==> src/rtl/cmd_desc_fetch.sv <==
module cmd_desc_fetch #(
  parameter int SLOTS = 32,
  parameter int SLOT_W = $clog2(SLOTS)
) (
  input  logic              clk,
  input  logic              rst_n,
  input  logic              start,
  input  logic [SLOT_W-1:0] slot,
  input  logic [31:0]       clb_lo,
  input  logic [31:0]       clb_hi,
  output logic              rd_req,
  output logic [63:0]       rd_addr,
  input  logic              rd_rvalid,
  input  logic [31:0]       rd_rdata,
  input  logic              rd_rerr,
  output logic              busy,
  output logic              done,
  output logic              err,
  output logic              is_write,
  output logic [15:0]       buf_cnt,
  output logic [31:0]       xfer_cnt,
  output logic [63:0]       ctab_addr
);
  localparam int DESC_SHIFT = 4;
  localparam int PAD_W = 64 - SLOT_W - DESC_SHIFT;
  localparam int WRITE_BIT = 6;

  typedef enum logic [1:0] {IDLE, ISSUE, WAIT} st_t;
  st_t        st;
  logic [1:0] idx;
  logic [63:0] base_q;
  logic       take;

  assign rd_req  = (st == ISSUE);
  assign busy    = (st != IDLE);
  assign rd_addr = base_q + {60'd0, idx, 2'b00};
  assign take    = (st == WAIT) && rd_rvalid;

  always_ff @(posedge clk) begin
    if (!rst_n) begin
      st     <= IDLE;
      idx    <= 2'd0;
      base_q <= 64'd0;
      done   <= 1'b0;
      err    <= 1'b0;
    end else begin
      done <= 1'b0;
      err  <= 1'b0;
      case (st)
        IDLE: if (start) begin
          base_q <= {clb_hi, clb_lo} + {{PAD_W{1'b0}}, slot, {DESC_SHIFT{1'b0}}};
          idx    <= 2'd0;
          st     <= ISSUE;
        end
        ISSUE: st <= WAIT;
        WAIT: if (rd_rvalid) begin
          if (rd_rerr) begin
            err <= 1'b1;
            st  <= IDLE;
          end else if (idx == 2'd3) begin
            done <= 1'b1;
            st   <= IDLE;
          end else begin
            idx <= idx + 2'd1;
            st  <= ISSUE;
          end
        end
        default: st <= IDLE;
      endcase
    end
  end

  always_ff @(posedge clk) begin
    if (!rst_n) begin
      is_write  <= 1'b0;
      buf_cnt   <= 16'd0;
      xfer_cnt  <= 32'd0;
      ctab_addr <= 64'd0;
    end else if (take && !rd_rerr) begin
      case (idx)
        2'd0: begin
          is_write <= rd_rdata[WRITE_BIT];
          buf_cnt  <= rd_rdata[31:16];
        end
        2'd1: xfer_cnt <= rd_rdata;
        2'd2: ctab_addr[31:0] <= rd_rdata;
        default: ctab_addr[63:32] <= rd_rdata;
      endcase
    end
  end
endmodule

==> config.mk <==
export PLATFORM = sky130hd
export DESIGN_NAME = cmd_desc_fetch
export DESIGN_NICKNAME = d
export VERILOG_FILES = /design/src/rtl/cmd_desc_fetch.sv
export SDC_FILE = /design/constraint.sdc
export NUM_CORES = 1
export LEC_CHECK = 0
export BUFFER_PORTS_ARGS = -buffer_cell sky130_fd_sc_hd__buf_2
export CORE_ASPECT_RATIO = 0.8
export CORE_MARGIN = 2
export CORE_UTILIZATION = 50
export DETAILED_ROUTE_END_ITERATION = 8
export PLACE_DENSITY_LB_ADDON = 0.08
export SLEW_MARGIN = 40
export SYNTH_ARGS = -nofsm -noshare
export SYNTH_HDL_FRONTEND = slang
export SYNTH_SLANG_ARGS = --single-unit
==> constraint.sdc <==
create_clock -name clk -period 6.1 [get_ports clk]
set_clock_uncertainty 0.15 [all_clocks]
set_input_delay 1.525 -clock clk [delete_from_list [all_inputs] [get_ports clk]]
set_output_delay 1.525 -clock clk [all_outputs]
set_load 0.02 [all_outputs]
### Yosys cells after proc, flatten, opt, wreduce, memory -nomap -nowiden

Cells that the tools add are included.

* output and inout port bits: 181
* bits in latches: 0
* bits in writable memories: 0
* flip-flop bits (word level): 183
* memories: 0
* memory bits (read-only): 0

* shifts and indexed selects: 0
* $mul: 0
* div/mod/pow operators: 0
* bitwise gates (word level): 4
* mux-type cells: 12
* reductions and logical operators: 17
* add/subtract/negate cells: 3
* $lt $le $gt $ge: 0
* eq/ne operators: 9

Operators with widths (number)
* adder 64 x 4 -> 64 bit: 1
* adder 64 x 9 -> 64 bit: 1
* two-way mux 2 bit: 6
* AND reduction 2 bit: 6
* inequality test 2 bit (second input constant): 4
* equality test 2 bit (second input constant): 3
* one-hot mux 2 bit (3 select lines): 1
* AND reduction 5 bit: 1
* equality test 2 x 1 -> 1 bit (second input constant): 2
* zero test 2 bit: 2
* two-way mux 1 bit: 4
* NOT 1 bit: 4
* one-hot mux 2 bit (2 select lines): 1
* nonzero test 2 bit: 2
* OR reduction 4 bit: 1
* AND reduction 3 bit: 1
* OR reduction 3 bit: 1
* adder 2 x 1 -> 2 bit (second input constant): 1
* logical AND 1 bit: 2
* zero test 1 bit: 1

### Depth between registers and ports, before layout

Gate-level depths: netlist of the first run.

* word-level depth: 5
* gate-level depth with buffers: 9
* gate-level depth less buffers: 8

### Worst setup path after synthesis of the first run

OpenSTA, ideal clock, no wires.

* path kind: reg-to-output
* start point: register idx[0]
* end point: output port rd_addr[54]
* slack: 1.901 ns
* data arrival time: 2.524 ns
* cell stages (with the launch flop): 10
* path buffers: 1
* path through: dfxtp_1 > ha_1 > inv_1 > fa_1 > and4b_1 > nor2b_1 > nand3_1 > clkbuf_1 > nor3_1 > xor2_1

* longest elaborated chain between the ends: 1

RTL lines
* from (decl): line 30 `logic [1:0] idx;`
* from (signal assigned): line 64 `idx <= idx + 2'd1;`
* adder 64 x 4 -> 64 bit: line 36 `assign rd_addr = base_q + {60'd0, idx, 2'b00};`
* to (decl): line 12 `output logic [63:0] rd_addr,`

No other way between the ends.

### Final worst setup path of the first run

* start point: register idx[0]
* end point: output port rd_addr[56]

Same word-level chain as after synthesis.

==> results.json, run 1 <==
{
  "port_buffers": 286,
  "antenna_found_initial": 0,
  "synth_cell_types": 50,
  "clockPowerShare_pct": 40.8,
  "r2r_cells": 6,
  "core_area_mm2": 0.0179,
  "grt_pass1_wl_mm": 43.6,
  "crit_required_ns": 4.43,
  "synthArstFlopShare_pct": 0,
  "drt_iter0_drc": 778,
  "run_status": "complete, no violations",
  "crit_buf_inv": 2,
  "area_growth_pct": 23.9,
  "fill_cells": 1661,
  "postSynthCellCount": 1186,
  "crit_fanout": 12,
  "dp_hpwl_mm": 19.8,
  "finalHoldWorstSlack_ns": 0.301,
  "cp_top_family": "simple AND/OR/NAND/NOR gates",
  "whs_path_depth": 2,
  "place_congestion": 0.894,
  "cp.depth": 9,
  "drive_gt1_share_pct": 24.0,
  "period_minus_slack_ns": 5.39,
  "grt_max_degree": 83,
  "numCtsBuffers": 17,
  "hold_end": "xfer_cnt[17]$_SDFFE_PN0P_",
  "fmaxAchievable_ghz": 0.186,
  "rsz0062_at_grt": "no",
  "leakage_uw": 0.00460,
  "drt-total-wl_mm": 27.5,
  "r2r_slack_ns": 3.96,
  "synthTopCellsByArea": "dfxtp_1 (40%), nand2_1 (12%), a21oi_1 (8.3%)",
  "clock_sink_count": 183,
  "cp-startpoint": "idx[0]$_SDFFE_PN0P_",
  "synth_seq_area_share_pct": 40.3,
  "synth_top_area_cell": "dfxtp_1",
  "crit_slowest_cell": "nand3_1",
  "r2r-start": "st[0]$_SDFFE_PN0P_",
  "cts_tree": "done",
  "io_pins": 287,
  "chipWidth_um": 155,
  "synth_ff_type": "dfxtp_1",
  "post_cts_buffers": 0,
  "clockBufferDepth": 2,
  "hp-start": "xfer_cnt[17]$_SDFFE_PN0P_",
  "yosysWarnings": 0,
  "nets": 1547,
  "cts_hold_buffers": 0,
  "crit_path_end_kind": "primary output",
  "drtPass1Iterations": 5,
  "r2r_end": "ctab_addr[30]$_SDFFE_PN0P_",
  "num_vias": 9328,
  "ir_worst_vdd_mv": 0.166,
  "power.net_switching_uw": 814,
  "tns_ns": 0,
  "p_per_area_mw_per_mm2": 246,
  "groute.usage.overall_pct": 27.9,
  "clkLatencyLatePin_ns": 0.42,
  "cpPeakStageDelay_ns": 0.64,
  "die_h_um": 125,
  "relSlewSlack_pct": 52.4,
  "route.detailed.drc": 0,
  "synth_most_common_cell": "nand2_1",
  "avgSynthCellArea_um2": 7.66,
  "combPwrFrac_pct": 12.8,
  "tightest_slew_ns": 0.713,
  "p_int_uw": 1950,
  "start_util_pct": 50.6,
  "ant_nets": 0,
  "hold_viol": 0,
  "cts-resized-gates": 0,
  "hold_path.class": "reg2reg",
  "drv_slew": 0,
  "grt_pass1_vias": 8137,
  "clk_pin_slew_worst_paths_ns": 0.07,
  "mappedNetlistArea_mm2": 0.00908,
  "synth_seq_cells": 183,
  "pwr-share-seq_pct": 46.4,
  "overflow": 0,
  "row_count": 44,
  "startpoint_type": "flip-flop",
  "finalCritPeriodShare_pct": 88.3,
  "crit_chain": "ha_1 > inv_1 > fa_1 > and4b_1 > nor2b_1 > nand3_1 > nor3_1 > xnor2_1 > buf_2",
  "synth_edf_count": 0,
  "finalSetupViolCount": 0,
  "viasPerCell": 5.59,
  "dieArea_mm2": 0.0193,
  "syn-num-nets": 1306,
  "diodes": 0,
  "wl_per_cell_um": 16.5,
  "htreeDepth": 4,
  "synth_commonest_cells": "nand2_1 (291), dfxtp_1 (183), a21oi_1 (150)",
  "cap_violations": 0,
  "critical_path_class": "reg2out",
  "yosysTopAreaCellShare_pct": 40.3,
  "arrival_ns": 3.71,
  "cts-root-buf": "clkbuf_16",
  "p_sw_share_pct": 29.4
}
## sequential cells by signal (all words and copies together) (netlist names)
name and count:
ctab_addr 64, xfer_cnt 32, st 2, base_q 64
buf_cnt 16, idx 2, is_write 1, done 1
err 1
## power by group through the flow
stage / Combinational, µW / Clock (µW) / Sequential, µW
6_report: 354 / 1130 / 1280
5_1_grt: 386 / 1200 / 1290
4_1_cts: 351 / 1140 / 1280
3_5_place_dp: 349 / 0 / 1310
3_3_place_gp: 341 / 0 / 1310
2_1_floorplan: 210 / 0 / 1300
## cell usage in the layout (no fill, tap or decap), types with 4 or more instances in the layout
cell type | synthesis | layout
nand2_1 | 291 | 291
buf_2 | 4 | 285
dfxtp_1 | 183 | 183
a21oi_1 | 150 | 150
o21ai_0 | 55 | 55
xnor2_1 | 47 | 47
nor2_1 | 46 | 46
xor2_1 | 44 | 44
nand3_1 | 35 | 35
nor3_1 | 27 | 27
nand4_1 | 26 | 26
inv_1 | 26 | 25
a211oi_1 | 22 | 22
a31oi_1 | 19 | 19
and4_1 | 17 | 17
clkbuf_16 | 0 | 17
or4_1 | 16 | 16
and3_1 | 13 | 13
o31ai_1 | 13 | 13
buf_4 | 2 | 13
ha_1 | 12 | 12
or3_1 | 9 | 9
and2_1 | 5 | 7
a2111oi_0 | 6 | 6
inv_8 | 0 | 6
nor2b_1 | 5 | 5
nor4_1 | 5 | 5
o2111ai_1 | 4 | 4
## worst reg2reg max path: stages, from the launching register on
cell      delay, ns
dfxtp_1        0.36
nand2b_1       0.20
nor3b_2        0.43
nand2_1        0.35
buf_4          0.33
nand2_1        0.13
a21oi_1        0.07
## metal layers
layer	vias to the layer above	global-route usage, %	share of wire, %
li1	4611	-	-
met1	4313	41.6	47
met2	363	39.5	42
met3	41	6.72	8.4
met4	0	8.61	2.2
met5	-	0	0
## final cells by class
type	instances	area, µm²	area share [%]
Clock buffer	17	425	3.78
Clock inverter	15	178	1.58
Inverter	26	103	0.912
Multi-Input combinational cell	899	5030	44.7
Sequential cell	183	3660	32.6
Tap cell	230	288	2.56
Timing Repair Buffer	300	1560	13.9
## through the flow
stage                     util [%]  instance area (µm²)  setup slack [ns]  power [µW]  instances
final                         62.7                11300             0.711        2770       1670
after global routing          62.7                11300             0.465        2870       1670
after CTS                     62.6                11200             0.791        2780       1670
after detailed placement      59.3                10600              1.29        1660       1638
after global placement        59.0                10600              1.39        1650       1636
after floorplan                  -                 9080              1.90        1510       1186
## worst max-delay path by stage
stage	endpoint	slack [ns]
6_report	rd_addr[56]	0.71
5_1_grt	rd_addr[48]	0.46
4_1_cts	rd_addr[56]	0.79
3_5_place_dp	rd_addr[56]	1.29
3_3_place_gp	rd_addr[48]	1.39
2_1_floorplan	rd_addr[54]	1.90
## kinds of logic (layout without fill, tap and decap cells)
kind of cell / after synthesis / count (layout) / synth area share, %
AOI/OAI and AO/OA: 284 / 284 / 18.3
xor gates and xnor gates: 91 / 91 / 8.78
adders and majority gates: 14 / 14 / 2.09
buffers and inverters: 104 / 358 / 4.52
DFF: 183 / 183 / 40.3
muxes: 2 / 2 / 0.220
and+or+nand+nor: 508 / 508 / 25.8
(Power assumes the default switching activity.)
==> run 2, diff against run 1 <==
- CORE_UTILIZATION: 50 -> 25
- CTS_CLUSTER_DIAMETER: unset -> 80
- clock period: 6.1 -> 6.85 ns (I/O delays scaled with it)
==> run 2 against run 1 <==
  * Flip-flop and latch count is the same
  * Global-route usage shrank 9.8 points
  * Power shrank 9.6%
  * Critical path type unchanged
  * Highest routed layer unchanged
==> results.json, run 2 (same netlist as run 1, synthesis figures left out) <==
{
  "run_status": "complete, no violations",
  "period_minus_slack_ns": 5.37,
  "core_area_mm2": 0.0358,
  "r2r-start": "st[0]$_SDFFE_PN0P_",
  "clock_sink_count": 183,
  "ant_nets": 0,
  "area_growth_pct": 27.8,
  "diodes": 0,
  "tightest_slew_ns": 0.822,
  "wl_met2_mm": 15.3,
  "drt_iter0_drc": 598,
  "p_total_uw": 2500,
  "route.detailed.drc": 0,
  "finalCritPeriodShare_pct": 78.4,
  "fill_cells": 3987,
  "final_common_cell": "nand2_1",
  "nets": 1549,
  "antenna_found_initial": 0,
  "tns_ns": 0,
  "fmaxAchievable_ghz": 0.186,
  "p_per_area_mw_per_mm2": 215,
  "critical_path.endpoint": "rd_addr[62]",
  "clk_pin_slew_worst_paths_ns": 0.07,
  "critical_path_class": "reg2out",
  "startpoint_type": "flip-flop",
  "seq_area_mm2": 0.00366,
  "finalSetupViolCount": 0,
  "io_pins": 287,
  "num_vias": 9183,
  "groute.usage.overall_pct": 18.1,
  "cap_violations": 0,
  "cp-startpoint": "idx[0]$_SDFFE_PN0P_",
  "mostFrequentLayoutCells": "nand2_1 (289), buf_2 (286), dfxtp_1 (183)",
  "drive_gt1_share_pct": 24.5,
  "dp_hpwl_mm": 25.1,
  "post_cts_buffers": 0,
  "arrival_ns": 3.51,
  "relSlewSlack_pct": 45.2,
  "crit_required_ns": 4.99,
  "highest_layer": "met4",
  "top_regs": "base_q x64, ctab_addr x64, xfer_cnt x32",
  "rsz0062_at_grt": "no",
  "row_count": 62,
  "drtPass1Iterations": 5,
  "crit_fanout": 12,
  "dieArea_mm2": 0.0379,
  "cts-root-buf": "clkbuf_16",
  "r2r_cells": 6,
  "chipWidth_um": 217,
  "place_congestion": 0.766,
  "drv_slew": 0,
  "m1WireLength_mm": 17.7,
  "port_buffers": 286,
  "ir_worst_vdd_mv": 0.171,
  "clockBufferDepth": 2,
  "start_util_pct": 25.3,
  "cts-resized-gates": 0,
  "r2r_slack_ns": 4.30,
  "cts_tree": "done",
  "r2r_end": "xfer_cnt[29]$_SDFFE_PN0P_",
  "grt_max_degree": 85,
  "grt_pass1_vias": 8538,
  "grt_pass1_wl_mm": 53.0,
  "hold_viol": 0,
  "hold_path.class": "reg2reg",
  "crit_path_end_kind": "primary output",
  "die_h_um": 174,
  "drt-total-wl_mm": 34.8,
  "cts_hold_buffers": 0,
  "clkLatencyLatePin_ns": 0.44,
  "wl_per_cell_um": 18.1,
  "viasPerCell": 4.78,
  "leakage_uw": 0.00463,
  "numCtsBuffers": 17,
  "htreeDepth": 4,
  "dr_wl_met3_mm": 1.60,
  "multi_input_area_mm2": 0.00504,
  "overflow": 0
}
[run 2: cell type report]
cell class                 instances  area share, %
clock buffer                      17           3.67
timing repair buffer             302           13.8
multi-input combinational        899           43.4
clock inverter                    15           1.50
tap                              480           5.18
inverter                          26          0.863
sequential                       183           31.6
[run 2: worst min path at each step]
stage | slack, ns | endpoint | start | cells after the start
CTS | 0.30 | xfer_cnt[21]$_SDFFE_PN0P_ | xfer_cnt[21]$_SDFFE_PN0P_ | 2
global placement | 0.29 | ctab_addr[49]$_SDFFE_PN0P_ | ctab_addr[49]$_SDFFE_PN0P_ | 2
detailed placement | 0.29 | xfer_cnt[21]$_SDFFE_PN0P_ | xfer_cnt[21]$_SDFFE_PN0P_ | 2
finish | 0.30 | xfer_cnt[21]$_SDFFE_PN0P_ | xfer_cnt[21]$_SDFFE_PN0P_ | 2
floorplan | 0.29 | base_q[0]$_SDFFE_PN0P_ | base_q[0]$_SDFFE_PN0P_ | 2
global route | 0.32 | xfer_cnt[18]$_SDFFE_PN0P_ | xfer_cnt[18]$_SDFFE_PN0P_ | 2
[run 2: power by group]
part | leakage (µW) | switching, µW | internal, µW
registers | 0.00149 | 46.8 | 1100
clock network | 0.000287 | 529 | 497
logic | 0.00286 | 213 | 115
total | 0.00463 | 788 | 1710
[run 2: worst max-delay path, stage by stage, from the launching register on]
cell and delay [ns]:
dfxtp_1 0.46, ha_1 0.21, inv_1 0.05, fa_1 0.42, and4b_1 0.33, nor2b_1 0.56
nand3_1 0.14, buf_4 0.23, nor3_1 0.21, xor2_1 0.24, buf_2 0.21
[run 2: stage by stage]
step                      cells  area, µm²  utilization [%]  hold slack [ns]  worst slack [ns]
after floorplan            1186       9080                -            0.287              2.46
after global routing       1922      11600             32.4            0.319              1.21
after detailed placement   1888      11000             30.6            0.293              1.94
final                      1922      11600             32.4            0.301              1.48
after global placement     1886      10900             30.4            0.290              2.02
after CTS                  1920      11600             32.2            0.304              1.44
[run 2: per-layer routing]
layer,GRT usage [%],up-vias
li1,-,4623
met1,27.0,4325
met2,27.3,228
met3,3.53,7
met4,2.60,0
met5,0,-
